--- config.mk ---
export PLATFORM = sky130hd
export DESIGN_NAME = regtag_dispatch
export DESIGN_NICKNAME = d
export VERILOG_FILES = /design/src/rtl/regtag_pkg.sv /design/src/rtl/regtag_store.sv /design/src/rtl/regtag_classify.sv /design/src/rtl/regtag_save.sv /design/src/rtl/regtag_dispatch.sv
export SDC_FILE = /design/constraint.sdc
export NUM_CORES = 1
export LEC_CHECK = 0
export CORE_ASPECT_RATIO = 0.8
export CORE_MARGIN = 2
export CORE_UTILIZATION = 48
export DETAILED_ROUTE_END_ITERATION = 10
export PLACE_DENSITY = 0.88
export SLEW_MARGIN = 25
export SYNTH_ARGS = -nofsm -noshare
export SYNTH_HDL_FRONTEND = slang
export SYNTH_SLANG_ARGS = --single-unit
export TNS_END_PERCENT = 20
--- constraint.sdc ---
create_clock -name clk -period 11.1 [get_ports clk]
set_input_delay 2.22 -clock clk [delete_from_list [all_inputs] [get_ports clk]]
set_output_delay 2.22 -clock clk [all_outputs]
set_load 0.02 [all_outputs]
--- src/rtl/regtag_pkg.sv ---
package regtag_pkg;

  localparam logic [2:0] CLS_NONE  = 3'd0;
  localparam logic [2:0] CLS_ARITH = 3'd1;
  localparam logic [2:0] CLS_PAIR  = 3'd2;
  localparam logic [2:0] CLS_FONLY = 3'd3;
  localparam logic [2:0] CLS_IONLY = 3'd4;
  localparam logic [2:0] CLS_OR    = 3'd5;

  localparam logic [2:0] WB_NONE = 3'd0;
  localparam logic [2:0] WB_RES  = 3'd1;
  localparam logic [2:0] WB_LDI  = 3'd2;
  localparam logic [2:0] WB_LDFS = 3'd3;
  localparam logic [2:0] WB_LDFD = 3'd4;

  typedef enum logic [1:0] {
    UNIT_NONE = 2'd0,
    UNIT_INT  = 2'd1,
    UNIT_FP   = 2'd2
  } unit_e;

  typedef struct packed {
    unit_e unit;
    logic  res_tag;
    logic  exc;
  } verdict_t;

  // {write happens, tag written} for a writeback kind
  function automatic logic [1:0] fn_wb_effect(logic [2:0] kind, logic tag);
    case (kind)
      WB_RES:           return {1'b1, tag};
      WB_LDI:           return 2'b10;
      WB_LDFS, WB_LDFD: return 2'b11;
      default:          return 2'b00;
    endcase
  endfunction

  function automatic verdict_t fn_pure(logic want_fp, logic t1, logic t2);
    verdict_t v;
    if (t1 == want_fp && t2 == want_fp) begin
      v.unit    = want_fp ? UNIT_FP : UNIT_INT;
      v.res_tag = want_fp;
      v.exc     = 1'b0;
    end else begin
      v = '{UNIT_NONE, 1'b0, 1'b1};
    end
    return v;
  endfunction

  function automatic verdict_t fn_verdict(logic [2:0] cls, logic t1, logic t2,
                                          logic same_src, logic src2_zero);
    verdict_t v;
    v = '{UNIT_NONE, 1'b0, 1'b0};
    case (cls)
      CLS_ARITH: begin
        if (t1 != t2) v.exc = 1'b1;
        else v = fn_pure(t1, t1, t2);
      end
      CLS_PAIR:  v = '{(t1 ? UNIT_FP : UNIT_INT), t1, 1'b0};
      CLS_FONLY: v = fn_pure(1'b1, t1, t2);
      CLS_IONLY: v = fn_pure(1'b0, t1, t2);
      CLS_OR: begin
        if (src2_zero)     v = '{UNIT_INT, 1'b0, 1'b0};
        else if (same_src) v = '{UNIT_INT, 1'b1, 1'b0};
        else               v = fn_pure(1'b0, t1, t2);
      end
      default: v = '{UNIT_NONE, 1'b0, 1'b0};
    endcase
    return v;
  endfunction

endpackage

--- src/rtl/regtag_store.sv ---
module regtag_store
  import regtag_pkg::*;
#(
  parameter int NREG = 32,
  localparam int IDXW = $clog2(NREG)
) (
  input  logic            clk,
  input  logic            rst_n,
  input  logic [2:0]      wb_kind,
  input  logic [IDXW-1:0] wb_rd,
  input  logic            wb_tag,
  input  logic            rest_en,
  input  logic [NREG-1:0] rest_mask,
  input  logic [NREG-1:0] rest_tags,
  output logic [NREG-1:0] tag_q,
  output logic [NREG-1:0] tag_eff
);

  logic [1:0]      wb_fx;
  logic [NREG-1:0] after_wb;
  logic            ld_set_ev;
  logic            ld_clr_ev;

  assign wb_fx = fn_wb_effect(wb_kind, wb_tag);

  always_comb begin
    after_wb = tag_q;
    if (wb_fx[1]) after_wb[wb_rd] = wb_fx[0];
    tag_eff = after_wb;
    if (rest_en) tag_eff = (after_wb & ~rest_mask) | (rest_tags & rest_mask);
  end

  always_ff @(posedge clk or negedge rst_n) begin
    if (!rst_n) tag_q <= '0;
    else        tag_q <= tag_eff;
  end

  assign ld_set_ev = (wb_kind == WB_LDFS || wb_kind == WB_LDFD) &&
                     !(rest_en && rest_mask[wb_rd]);
  assign ld_clr_ev = (wb_kind == WB_LDI) && !(rest_en && rest_mask[wb_rd]);


  tags_clear_after_reset_chk: assert property (@(posedge clk) disable iff (!rst_n)
    $rose(rst_n) |-> tag_q == '0);


  float_load_sets_chk: assert property (@(posedge clk) disable iff (!rst_n)
    ld_set_ev |=> tag_q[$past(wb_rd)]);


  int_load_clears_chk: assert property (@(posedge clk) disable iff (!rst_n)
    ld_clr_ev |=> !tag_q[$past(wb_rd)]);


  restore_masked_chk: assert property (@(posedge clk) disable iff (!rst_n)
    rest_en |=> ((tag_q ^ $past(rest_tags)) & $past(rest_mask)) == '0);


  idle_keeps_tags_chk: assert property (@(posedge clk) disable iff (!rst_n)
    (wb_kind == WB_NONE && !rest_en) |=> tag_q == $past(tag_q));

endmodule

--- src/rtl/regtag_classify.sv ---
module regtag_classify
  import regtag_pkg::*;
#(
  parameter int NREG = 32,
  localparam int IDXW = $clog2(NREG)
) (
  input  logic            dec_valid,
  input  logic [2:0]      dec_cls,
  input  logic [IDXW-1:0] dec_rs1,
  input  logic [IDXW-1:0] dec_rs2,
  input  logic [NREG-1:0] tag_eff,
  output verdict_t        verdict
);

  logic src1_tag;
  logic src2_tag;
  logic same_src;
  logic src2_zero;

  assign src1_tag  = tag_eff[dec_rs1];
  assign src2_tag  = tag_eff[dec_rs2];
  assign same_src  = (dec_rs1 == dec_rs2);
  assign src2_zero = (dec_rs2 == '0);

  always_comb begin
    if (dec_valid) verdict = fn_verdict(dec_cls, src1_tag, src2_tag, same_src, src2_zero);
    else           verdict = '{UNIT_NONE, 1'b0, 1'b0};
  end

endmodule

--- src/rtl/regtag_save.sv ---
module regtag_save #(
  parameter int NREG = 32
) (
  input  logic            clk,
  input  logic            rst_n,
  input  logic            save_en,
  input  logic [NREG-1:0] save_mask,
  input  logic [NREG-1:0] tag_eff,
  output logic [NREG-1:0] save_img
);

  always_ff @(posedge clk or negedge rst_n) begin
    if (!rst_n)       save_img <= '0;
    else if (save_en) save_img <= tag_eff & save_mask;
  end


  save_holds_chk: assert property (@(posedge clk) disable iff (!rst_n)
    !save_en |=> save_img == $past(save_img));

endmodule

--- src/rtl/regtag_dispatch.sv ---
module regtag_dispatch
  import regtag_pkg::*;
#(
  parameter int NREG = 32,
  localparam int IDXW = $clog2(NREG)
) (
  input  logic            clk,
  input  logic            rst_n,
  input  logic            dec_valid,
  input  logic [2:0]      dec_cls,
  input  logic [IDXW-1:0] dec_rs1,
  input  logic [IDXW-1:0] dec_rs2,
  input  logic [2:0]      wb_kind,
  input  logic [IDXW-1:0] wb_rd,
  input  logic            wb_tag,
  input  logic            rest_en,
  input  logic [NREG-1:0] rest_mask,
  input  logic [NREG-1:0] rest_tags,
  input  logic            save_en,
  input  logic [NREG-1:0] save_mask,
  output logic [1:0]      unit_sel,
  output logic            res_tag,
  output logic            tag_exc,
  output logic [NREG-1:0] tag_vec,
  output logic [NREG-1:0] save_img
);

  logic [NREG-1:0] tag_q;
  logic [NREG-1:0] tag_eff;
  verdict_t        verdict;

  regtag_store #(.NREG(NREG)) store_i (
    .clk(clk), .rst_n(rst_n), .wb_kind(wb_kind), .wb_rd(wb_rd), .wb_tag(wb_tag),
    .rest_en(rest_en), .rest_mask(rest_mask), .rest_tags(rest_tags),
    .tag_q(tag_q), .tag_eff(tag_eff)
  );

  regtag_classify #(.NREG(NREG)) classify_i (
    .dec_valid(dec_valid), .dec_cls(dec_cls), .dec_rs1(dec_rs1), .dec_rs2(dec_rs2),
    .tag_eff(tag_eff), .verdict(verdict)
  );

  regtag_save #(.NREG(NREG)) save_i (
    .clk(clk), .rst_n(rst_n), .save_en(save_en), .save_mask(save_mask),
    .tag_eff(tag_eff), .save_img(save_img)
  );

  assign unit_sel = verdict.unit;
  assign res_tag  = verdict.res_tag;
  assign tag_exc  = verdict.exc;
  assign tag_vec  = tag_q;


  exc_blocks_unit_chk: assert property (@(posedge clk) disable iff (!rst_n)
    tag_exc |-> (unit_sel == UNIT_NONE && !res_tag));


  idle_outputs_chk: assert property (@(posedge clk) disable iff (!rst_n)
    !dec_valid |-> (unit_sel == UNIT_NONE && !res_tag && !tag_exc));


  pair_never_traps_chk: assert property (@(posedge clk) disable iff (!rst_n)
    (dec_valid && dec_cls == CLS_PAIR) |-> (!tag_exc && unit_sel != UNIT_NONE));


  fp_unit_tag_chk: assert property (@(posedge clk) disable iff (!rst_n)
    (dec_valid && dec_cls == CLS_ARITH && unit_sel == UNIT_FP) |-> res_tag);


  save_capture_chk: assert property (@(posedge clk) disable iff (!rst_n)
    save_en |=> save_img == (tag_q & $past(save_mask)));

endmodule

* Yosys cells after proc, flatten, opt, wreduce, memory -nomap -nowiden
Index checks and enable logic that the tools add are counted.
** Cells by class
- Order comparisons :: 4
- Equality and inequality tests :: 12
- Mux-type cells :: 20
- Bitwise gates (word level) :: 7
- Reduce and logical (&&, ||, !) cells :: 5
** Operators with widths (number)
- $and A32 B32 Y32 :: 3
- $mux W32 :: 2
- $bwmux W32 :: 1
- $not A32 Y32 :: 1
- $or A32 B32 Y32 :: 1
- $pmux W4 S5 :: 1
- $lt A5 B6 Y1 const B :: 3
- $mux W4 :: 4
- $eq A3 B2 Y1 const B :: 4
- $bmux W1 S5 :: 2
- $eq A3 B3 Y1 const B :: 3
- $mux W3 :: 3
- $eq A3 B1 Y1 const B :: 2
- $pmux W2 S3 :: 1
- $demux W1 S5 :: 1
- $eq A5 B5 Y1 :: 1
- $ge A5 B1 Y1 const B :: 1
- $logic_not A5 Y1 :: 1
- $mux W1 :: 4
- $logic_and A1 B1 Y1 :: 3
- $mux W2 :: 1
- $not A1 Y1 :: 2
- $reduce_or A2 Y1 :: 1
- $eq A1 B1 Y1 :: 1
- $ne A1 B1 Y1 :: 1
** Storage, ports and cells
- Bits in registers :: 64

* Longest topological paths before layout
Gate-level depths: netlist (run 1).
- Depth after elaboration :: 18
- Mapped depth :: 17
- Gate-level depth less buffers :: 15

* Modules after synthesis
A second synthesis (run 1) with hierarchy kept.
** Unflattened totals
- Cell total of the unflattened synthesis :: 481
- Area, all modules :: 4055.1 µm²
** By module, submodules not included
- regtag_store :: times used 1, cells each 257, area each 1863.0 µm²
- regtag_save :: times used 1, cells each 135, area each 1410.1 µm²
- regtag_classify :: times used 1, cells each 89, area each 782.0 µm²

* Worst setup path before layout (run 1)
Ideal clock, no wire load.
- Kind :: in2out
- From :: input wb_kind[0]
- To :: output tag_exc
- Arrival time :: 5.213 ns
- Slack :: 3.667 ns
- Cell stages on the path :: 15
- Path buffers :: 1
- Path through :: o21a_1 > buf_2 > nor4_1 > mux2i_1 > a21oi_1 > a31o_2 > mux2_2 > a221o_1 > a31o_2 > and3_1 > ha_1 > mux2i_1 > o22ai_1 > a21oi_1 > nor2b_1
** On the way
- Longest elaborated chain between the ends :: 17
- Elaborated cells on any way between the ends :: 29
** RTL lines
- start, declared :: RTL line regtag_dispatch.sv:13 : input logic [2:0] wb_kind,
- $eq A3 B3 Y1 or $eq A3 B2 Y1 (tied branches)
- $reduce_or A2 Y1 :: RTL line regtag_pkg.sv:30 : case (kind)
- $pmux W2 S3 * :: RTL line regtag_pkg.sv:30
- $bwmux W32 :: RTL line regtag_store.sv:28 : if (wb_fx[1]) after_wb[wb_rd] = wb_fx[0];
- $mux W32 * :: RTL line regtag_store.sv:28
- $and A32 B32 Y32 :: RTL line regtag_store.sv:30 : if (rest_en) tag_eff = (after_wb & ~rest_mask) | (rest_tags & rest_mask);
- $or A32 B32 Y32 :: RTL line regtag_store.sv:30
- $mux W32 * :: RTL line regtag_store.sv:30
- net classify_i.tag_eff[19] :: RTL line regtag_classify.sv:11 : input logic [NREG-1:0] tag_eff,
- (+1 left out)
- $mux W1 (on tied branches) :: RTL line regtag_classify.sv:20, regtag_classify.sv:21
- $not A1 Y1 :: RTL line regtag_pkg.sv:40 : if (t1 == want_fp && t2 == want_fp) begin
- $logic_and A1 B1 Y1 :: RTL line regtag_pkg.sv:40
- $mux W3 :: RTL line regtag_pkg.sv:40
- $mux W3 :: RTL line regtag_pkg.sv:64 : else if (same_src) v = '{UNIT_INT, 1'b1, 1'b0};
- $mux W4 :: RTL line regtag_pkg.sv:63 : if (src2_zero) v = '{UNIT_INT, 1'b0, 1'b0};
- $pmux W4 S5 * :: RTL line regtag_pkg.sv:54 : case (cls)
- $mux W4 * :: RTL line regtag_classify.sv:26 : if (dec_valid) verdict = fn_verdict(dec_cls, src1_tag, src2_tag, same_src, src2_zero);
- end, declared :: RTL line regtag_dispatch.sv:23 : output logic tag_exc,
The timed path passes the listed nets; every way through them passes the cells marked *. The select of a mux whose other input is x is not followed.

* Final worst setup path (run 1)
Ends and elaborated chain as after synthesis.

==> results of run 1 <==
==> per-layer routing <==
| metal | GRT usage [%] | up-vias | routed length (um) |
|---|---|---|---|
| met3 | 8.12 | 44 | 1980 |
| met1 | 46.5 | 2498 | 7350 |
| met4 | 7.23 | 0 | 359 |
| met2 | 51.2 | 371 | 7960 |
| met5 | 0 | - | 0 |
| li1 | - | 2347 | - |
==> logic make-up after synthesis <==
family / count (synthesis)
mux: 48
fa+ha+maj: 2
simple gates: 221
buf+inv: 92
flops: 64
xor+xnor: 7
compound gates: 117
==> registers in the layout (all words and copies together), names as in the netlist <==
name,cells
save_i.save_img,32
store_i.tag_q,32
==> final cells by class <==
type                       instances  area [um^2]
clock buffer                      12          246
inverter                          55          209
timing repair buffer             193         1910
tap                              119          149
fill                             735         2720
multi-input combinational        395         2730
sequential                        64         1600
clock inverter                     4         53.8
==> synth_stat cells, types with 4 or more instances <==
master and n:
a32oi_1 4, inv_1 54, nand4_1 8, o22ai_1 13, nand2b_1 12, dfrtp_1 64, a21oi_1 11, xor2_1 4
and2_1 13, buf_2 5, clkbuf_1 19, buf_4 4, a31oi_1 7, nand2_1 60, mux2_2 13, nor4_1 10
nor3_1 11, nor2_1 11, o21ai_1 5, and3_1 7, nor4b_1 9, a211oi_1 5, a31o_2 5, nand3_1 45
o21ai_0 33, mux4_2 6, o221ai_1 4, nand3b_1 7, mux2i_1 26, nor2b_1 5
==> where the power goes <==
group / switching, uW / internal, uW
logic: 167 / 145
registers: 19.5 / 262
clock network: 109 / 181
==> tightest hold or removal path, cell delays in order (launching register included) <==
cell and delay, ns:
dfrtp_1 0.37, inv_1 0.05, o21ai_0 0.06
==> worst paths after layout <==
path                                             to  slack [ns]  cells past startpoint
worst max-delay path                        tag_exc        1.55                     16
worst min-delay path            save_i.save_img[24]        0.52                      2
worst max register to register  save_i.save_img[20]        9.60                      3
worst min register to register  save_i.save_img[24]        0.52                      2
max in group asynchronous         store_i.tag_q[17]        8.46                      2
min in group asynchronous          store_i.tag_q[2]        2.07                      2
==> per-stage QoR <==
step	util (%)	std cells	hold slack [ns]	total power (uW)	cell area [um^2]
3_3_place_gp	68.7	826	0.512	585	6600
3_5_place_dp	68.6	826	0.516	591	6590
6_report	71.7	842	0.524	883	6890
5_1_grt	71.7	842	0.558	915	6890
2_1_floorplan	-	551	0.606	437	4740
4_1_cts	71.7	842	0.526	879	6890
==> flow_metrics.tcl, run 1 <==
set metrics [dict create \
    outcome "completed" \
    avgSynthCellArea_um2 8.61 \
    drc 0 \
    clock_skew_ns 0.00770 \
    cpPeakStageDelay_ns 0.80 \
    synthDominantCellAreaShare_pct 33.8 \
    cts_max_level 3 \
    synth-seq-area-share_pct 33.8 \
    clkSinkCount 64 \
    final_common_cell "clkdlybuf4s50_1" \
    layout_common_cells "clkdlybuf4s50_1 (186), dfrtp_1 (64), nand2_1 (60)" \
    die_height_um 92.9 \
    synth.mux.area_fraction_pct 12.4 \
    grt_pass1_wl_um 27000 \
    async_flop_share_pct 100 \
    grt_max_degree 65 \
    min-delay-start "save_i.save_img[24]" \
    grt_pass1_vias 4983 \
    die-width_um 115 \
    synth_top_flop_cell "dfrtp_1" \
    synth_xor_area_share_pct 1.29 \
    syn2layout_area_growth_pct 45.3 \
    fp-row-count 32 \
    crit_path_start_kind "primary input" \
    synth_nets 676 \
    synth_top_family_by_area "simple AND/OR/NAND/NOR gates" \
    path_cells "clkdlybuf4s50_1 > o21a_1 > nor3_2 > and3_1 > mux2i_1 > o21ai_0 > mux4_2 > nand2b_1 > a31o_2 > nand3_1 > ha_1 > or3_1 > o22ai_1 > a21oi_1 > nor2b_1 > clkdlybuf4s50_1" \
    fin_crit_sh_pct 86.1 \
    finalSetupTns_ns 0 \
    io_buffers 190 \
    cts_tree "yes" \
    relSlewSlack_pct 38.4 \
    core_um2 9610 \
    nets 843 \
    antenna_found_initial 0 \
    post_drt_via_cell_ratio 6.25 \
    critPathBufInv 2 \
    wl_per_cell_um 21.0 \
    r2r-start "store_i.tag_q[20]" \
    cp.arrival_ns 7.33 \
    ctsResizeCount 0 \
    drtPass1Iterations 5 \
    start_util_pct 49.4 \
    final_max_slew_viol_count 0 \
    hold_viol_final 0 \
    yosys_register_bits 64 \
    drive_above_1_share_pct 8.58 \
    worstSetupEndpointType "output pin" \
    drt_iter0_drc 512 \
    fmax_ghz 0.105 \
    drt_wl_total_um 17600 \
    io_pins 191 \
    synth-simple-area-share_pct 26.3 \
    synth_top_area_cell "dfrtp_1" \
    synthTopCellsByArea "dfrtp_1 (34%), mux2i_1 (5.5%), nand2_1 (4.7%)" \
    power_leakage_uw 0.00277 \
    hp-class "flop to flop" \
    cts_root_buf "clkbuf_16" \
    cts_setup_buffers 0 \
    tightest_slew_ns 0.919 \
    synthAdderAreaFrac_pct 0.527 \
    finalWeightedCongestion 0.921 \
    syn_area_um2 4740 \
    worstSetupPathType "primary input to output pin" \
    dpl_worst_slack_ns 1.65 \
    synth_edf_count 0 \
    synth.distinct_cells 79 \
    vias 5260 \
    synthesis.instances 551 \
    crit_top_cell "clkdlybuf4s50_1" \
    power-per-cell-area_nw_per_um2 128 \
    ant_nets 0 \
    grt_overflow 0 \
    synth-compound-area-share_pct 16.9 \
    clockBufferDepth 2 \
    critPathTopFamily "simple AND/OR/NAND/NOR gates" \
    rsz0062_at_grt "no" \
    cp_max_fo 14 \
    finalSetupViolations 0 \
    n_antenna_cell 0 \
    finalCriticalPeriod_ns 9.55 \
    critPathRequiredTime_ns 8.88 \
    track_usage_pct 32.9 \
    die_area_um2 10700 \
    setup_slack_ns 1.55 \
    yosysWarnings 0 \
    clk_latency_ns 0.33 \
    max-vdd-ir-drop_mv 0.0933 \
    maxCapViolCount 0 \
    place_hpwl_um 13200 \
    cts_buffers 9 \
    slowest_stage "nor3_2" \
    critPathLaunch "wb_kind[0]" \
    cts.clk_slew.worst_paths_ns 0.05 \
    ctsHoldBuffers 0 \
]
No activity file was read; power rests on OpenSTA's default activity.
==> run 2, diff against run 1 <==
--- a/config.mk
+++ b/config.mk
@@ -5,6 +5,7 @@
 export SDC_FILE = /design/constraint.sdc
 export NUM_CORES = 1
 export LEC_CHECK = 0
+export CAP_MARGIN = 20
 export CORE_ASPECT_RATIO = 0.8
 export CORE_MARGIN = 2
 export CORE_UTILIZATION = 48
==> results of run 2 <==
The final DEF is identical to that of run 1; final timing and power are the same.
==> run 3, diff against run 2 <==
--- a/config.mk
+++ b/config.mk
@@ -8,11 +8,12 @@
 export CAP_MARGIN = 20
 export CORE_ASPECT_RATIO = 0.8
 export CORE_MARGIN = 2
-export CORE_UTILIZATION = 48
+export CORE_UTILIZATION = 49
+export CTS_BUF_LIST = sky130_fd_sc_hd__clkbuf_4 sky130_fd_sc_hd__clkbuf_8
 export DETAILED_ROUTE_END_ITERATION = 10
-export PLACE_DENSITY = 0.88
+export PLACE_DENSITY = 0.89
 export SLEW_MARGIN = 25
 export SYNTH_ARGS = -nofsm -noshare
 export SYNTH_HDL_FRONTEND = slang
 export SYNTH_SLANG_ARGS = --single-unit
-export TNS_END_PERCENT = 20
+export TNS_END_PERCENT = 100
==> flow_metrics.tcl, run 3 (synthesis gave the netlist of run 1 again) <==
set metrics [dict create \
    final_util_pct 71.0 \
    power-per-cell-area_nw_per_um2 115 \
    cts_root_buf "clkbuf_8" \
    slowest_stage "nor3_2" \
    top_regs "save_i.save_img x32, store_i.tag_q x32" \
    die_height_um 92.0 \
    start_util_pct 49.8 \
    vias 5193 \
    maxCapViolCount 0 \
    critPathRequiredTime_ns 8.88 \
    cts_setup_buffers 0 \
    worstSetupPathType "primary input to output pin" \
    cts.clk_slew.worst_paths_ns 0.08 \
    top_layer "met4" \
    io_buffers 190 \
    hold_viol_final 0 \
    ctsResizeCount 0 \
    post_drt_via_cell_ratio 6.17 \
    grt_max_degree 65 \
    drt_wl_total_um 17200 \
    setup_slack_ns 1.39 \
    clk_latency_ns 0.36 \
    crit_path_start_kind "primary input" \
    place_hpwl_um 12700 \
    cp_max_fo 14 \
    fp-row-count 32 \
    finalSetupTns_ns 0 \
    outcome "completed" \
    die-width_um 114 \
    hp-class "flop to flop" \
    wl_met1_um 7140 \
    core_um2 9530 \
    n_antenna_cell 0 \
    wl_met3_um 2050 \
    relSlewSlack_pct 32.0 \
    grt_overflow 0 \
    nets 843 \
    wl_per_cell_um 20.4 \
    finalSetupViolations 0 \
    ant_nets 0 \
    cpPeakStageDelay_ns 0.85 \
    met2RoutedLength_um 7610 \
    cts_buffers 9 \
    fillers 765 \
    drtPass1Iterations 5 \
    fin_crit_sh_pct 87.5 \
    drive_above_1_share_pct 8.71 \
    io_pins 191 \
    clockBufferDepth 2 \
    layout_common_cells "clkdlybuf4s50_1 (187), dfrtp_1 (64), nand2_1 (60)" \
    crit_top_cell "clkdlybuf4s50_1" \
    fmax_ghz 0.103 \
    worstSetupEndpointType "output pin" \
    antenna_found_initial 0 \
    grt_pass1_vias 5048 \
    rsz0062_at_grt "no" \
    drc 0 \
    clock_skew_ns 0.0100 \
    finalWeightedCongestion 0.915 \
    cts_max_level 3 \
    final_common_cell "clkdlybuf4s50_1" \
    power_leakage_uw 0.00273 \
    max-vdd-ir-drop_mv 0.0709 \
    finalCriticalPeriod_ns 9.71 \
    final_max_slew_viol_count 0 \
    syn2layout_area_growth_pct 42.7 \
    cp.arrival_ns 7.49 \
    die_area_um2 10500 \
    tightest_slew_ns 1.02 \
    drt_iter0_drc 574 \
    dpl_worst_slack_ns 1.59 \
    clkSinkCount 64 \
    grt_pass1_wl_um 26800 \
    path_cells "clkdlybuf4s50_1 > o21a_1 > nor3_2 > and3_1 > mux2i_1 > o21ai_0 > mux4_2 > nand2b_1 > a31o_2 > nand3_1 > ha_1 > or3_1 > o22ai_1 > a21oi_1 > nor2b_1 > clkdlybuf4s50_1" \
    cts_tree "yes" \
    track_usage_pct 32.7 \
    ctsHoldBuffers 0 \
]
## run 3: cell types whose count changed in the layout (fill, tap and decap cells not counted), sizes merged
cell	before	now
clkinv	1	5
clkbuf	12	10
clkinvlp	2	0
buf	7	6
bufinv	1	0
clkdlybuf4s50	186	187
inv	55	56
## run 3: area by class of cell
type                            count  area, um^2  area share (%)
Sequential cell                    64        1600            23.7
Clock inverter                      6        45.0           0.665
Clock buffer                       10         131            1.94
Inverter                           55         209            3.09
Timing Repair Buffer              193        1910            28.2
Tap cell                          119         149            2.20
Multi-Input combinational cell    395        2730            40.3
## run 3: critical path: cells and delay by family
kind	cells	cell delay (ns)
mux	2	0.49
compound gates	5	1.50
simple gates	6	1.89
buf+inv	2	1.17
fa+ha+maj	1	0.21
## run 3: worst paths after layout
| kind | start | end | slack, ns | cells after the start |
|---|---|---|---|---|
| max | wb_kind[1] | tag_exc | 1.39 | 16 |
| min | save_i.save_img[10] | save_i.save_img[10] | 0.52 | 2 |
| max reg2reg | store_i.tag_q[17] | save_i.save_img[17] | 9.59 | 4 |
| min reg2reg | save_i.save_img[10] | save_i.save_img[10] | 0.52 | 2 |
| max in group asynchronous | rst_n | store_i.tag_q[18] | 8.50 | 2 |
| min in group asynchronous | rst_n | store_i.tag_q[31] | 2.06 | 2 |
## run 3: stage by stage
stage / hold slack (ns) / total power, uW / std cells / area, um^2
after detailed placement: 0.514 / 590 / 826 / 6600
after CTS: 0.526 / 778 / 842 / 6780
final: 0.522 / 780 / 842 / 6770
after global routing: 0.557 / 814 / 842 / 6770
after floorplan: 0.606 / 437 / 551 / 4740
after global placement: 0.512 / 584 / 826 / 6600
## run 3: layer usage
| layer | GRT usage (%) | vias up |
|---|---|---|
| met2 | 50.1 | 354 |
| met3 | 11.8 | 48 |
| li1 | - | 2347 |
| met4 | 8.23 | 0 |
| met5 | 0 | - |
| met1 | 44.1 | 2444 |
## run 3: power by group
| group | switching, uW | internal [uW] |
|---|---|---|
| Sequential | 17.8 | 262 |
| Clock | 104 | 84.7 |
| Combinational | 167 | 145 |
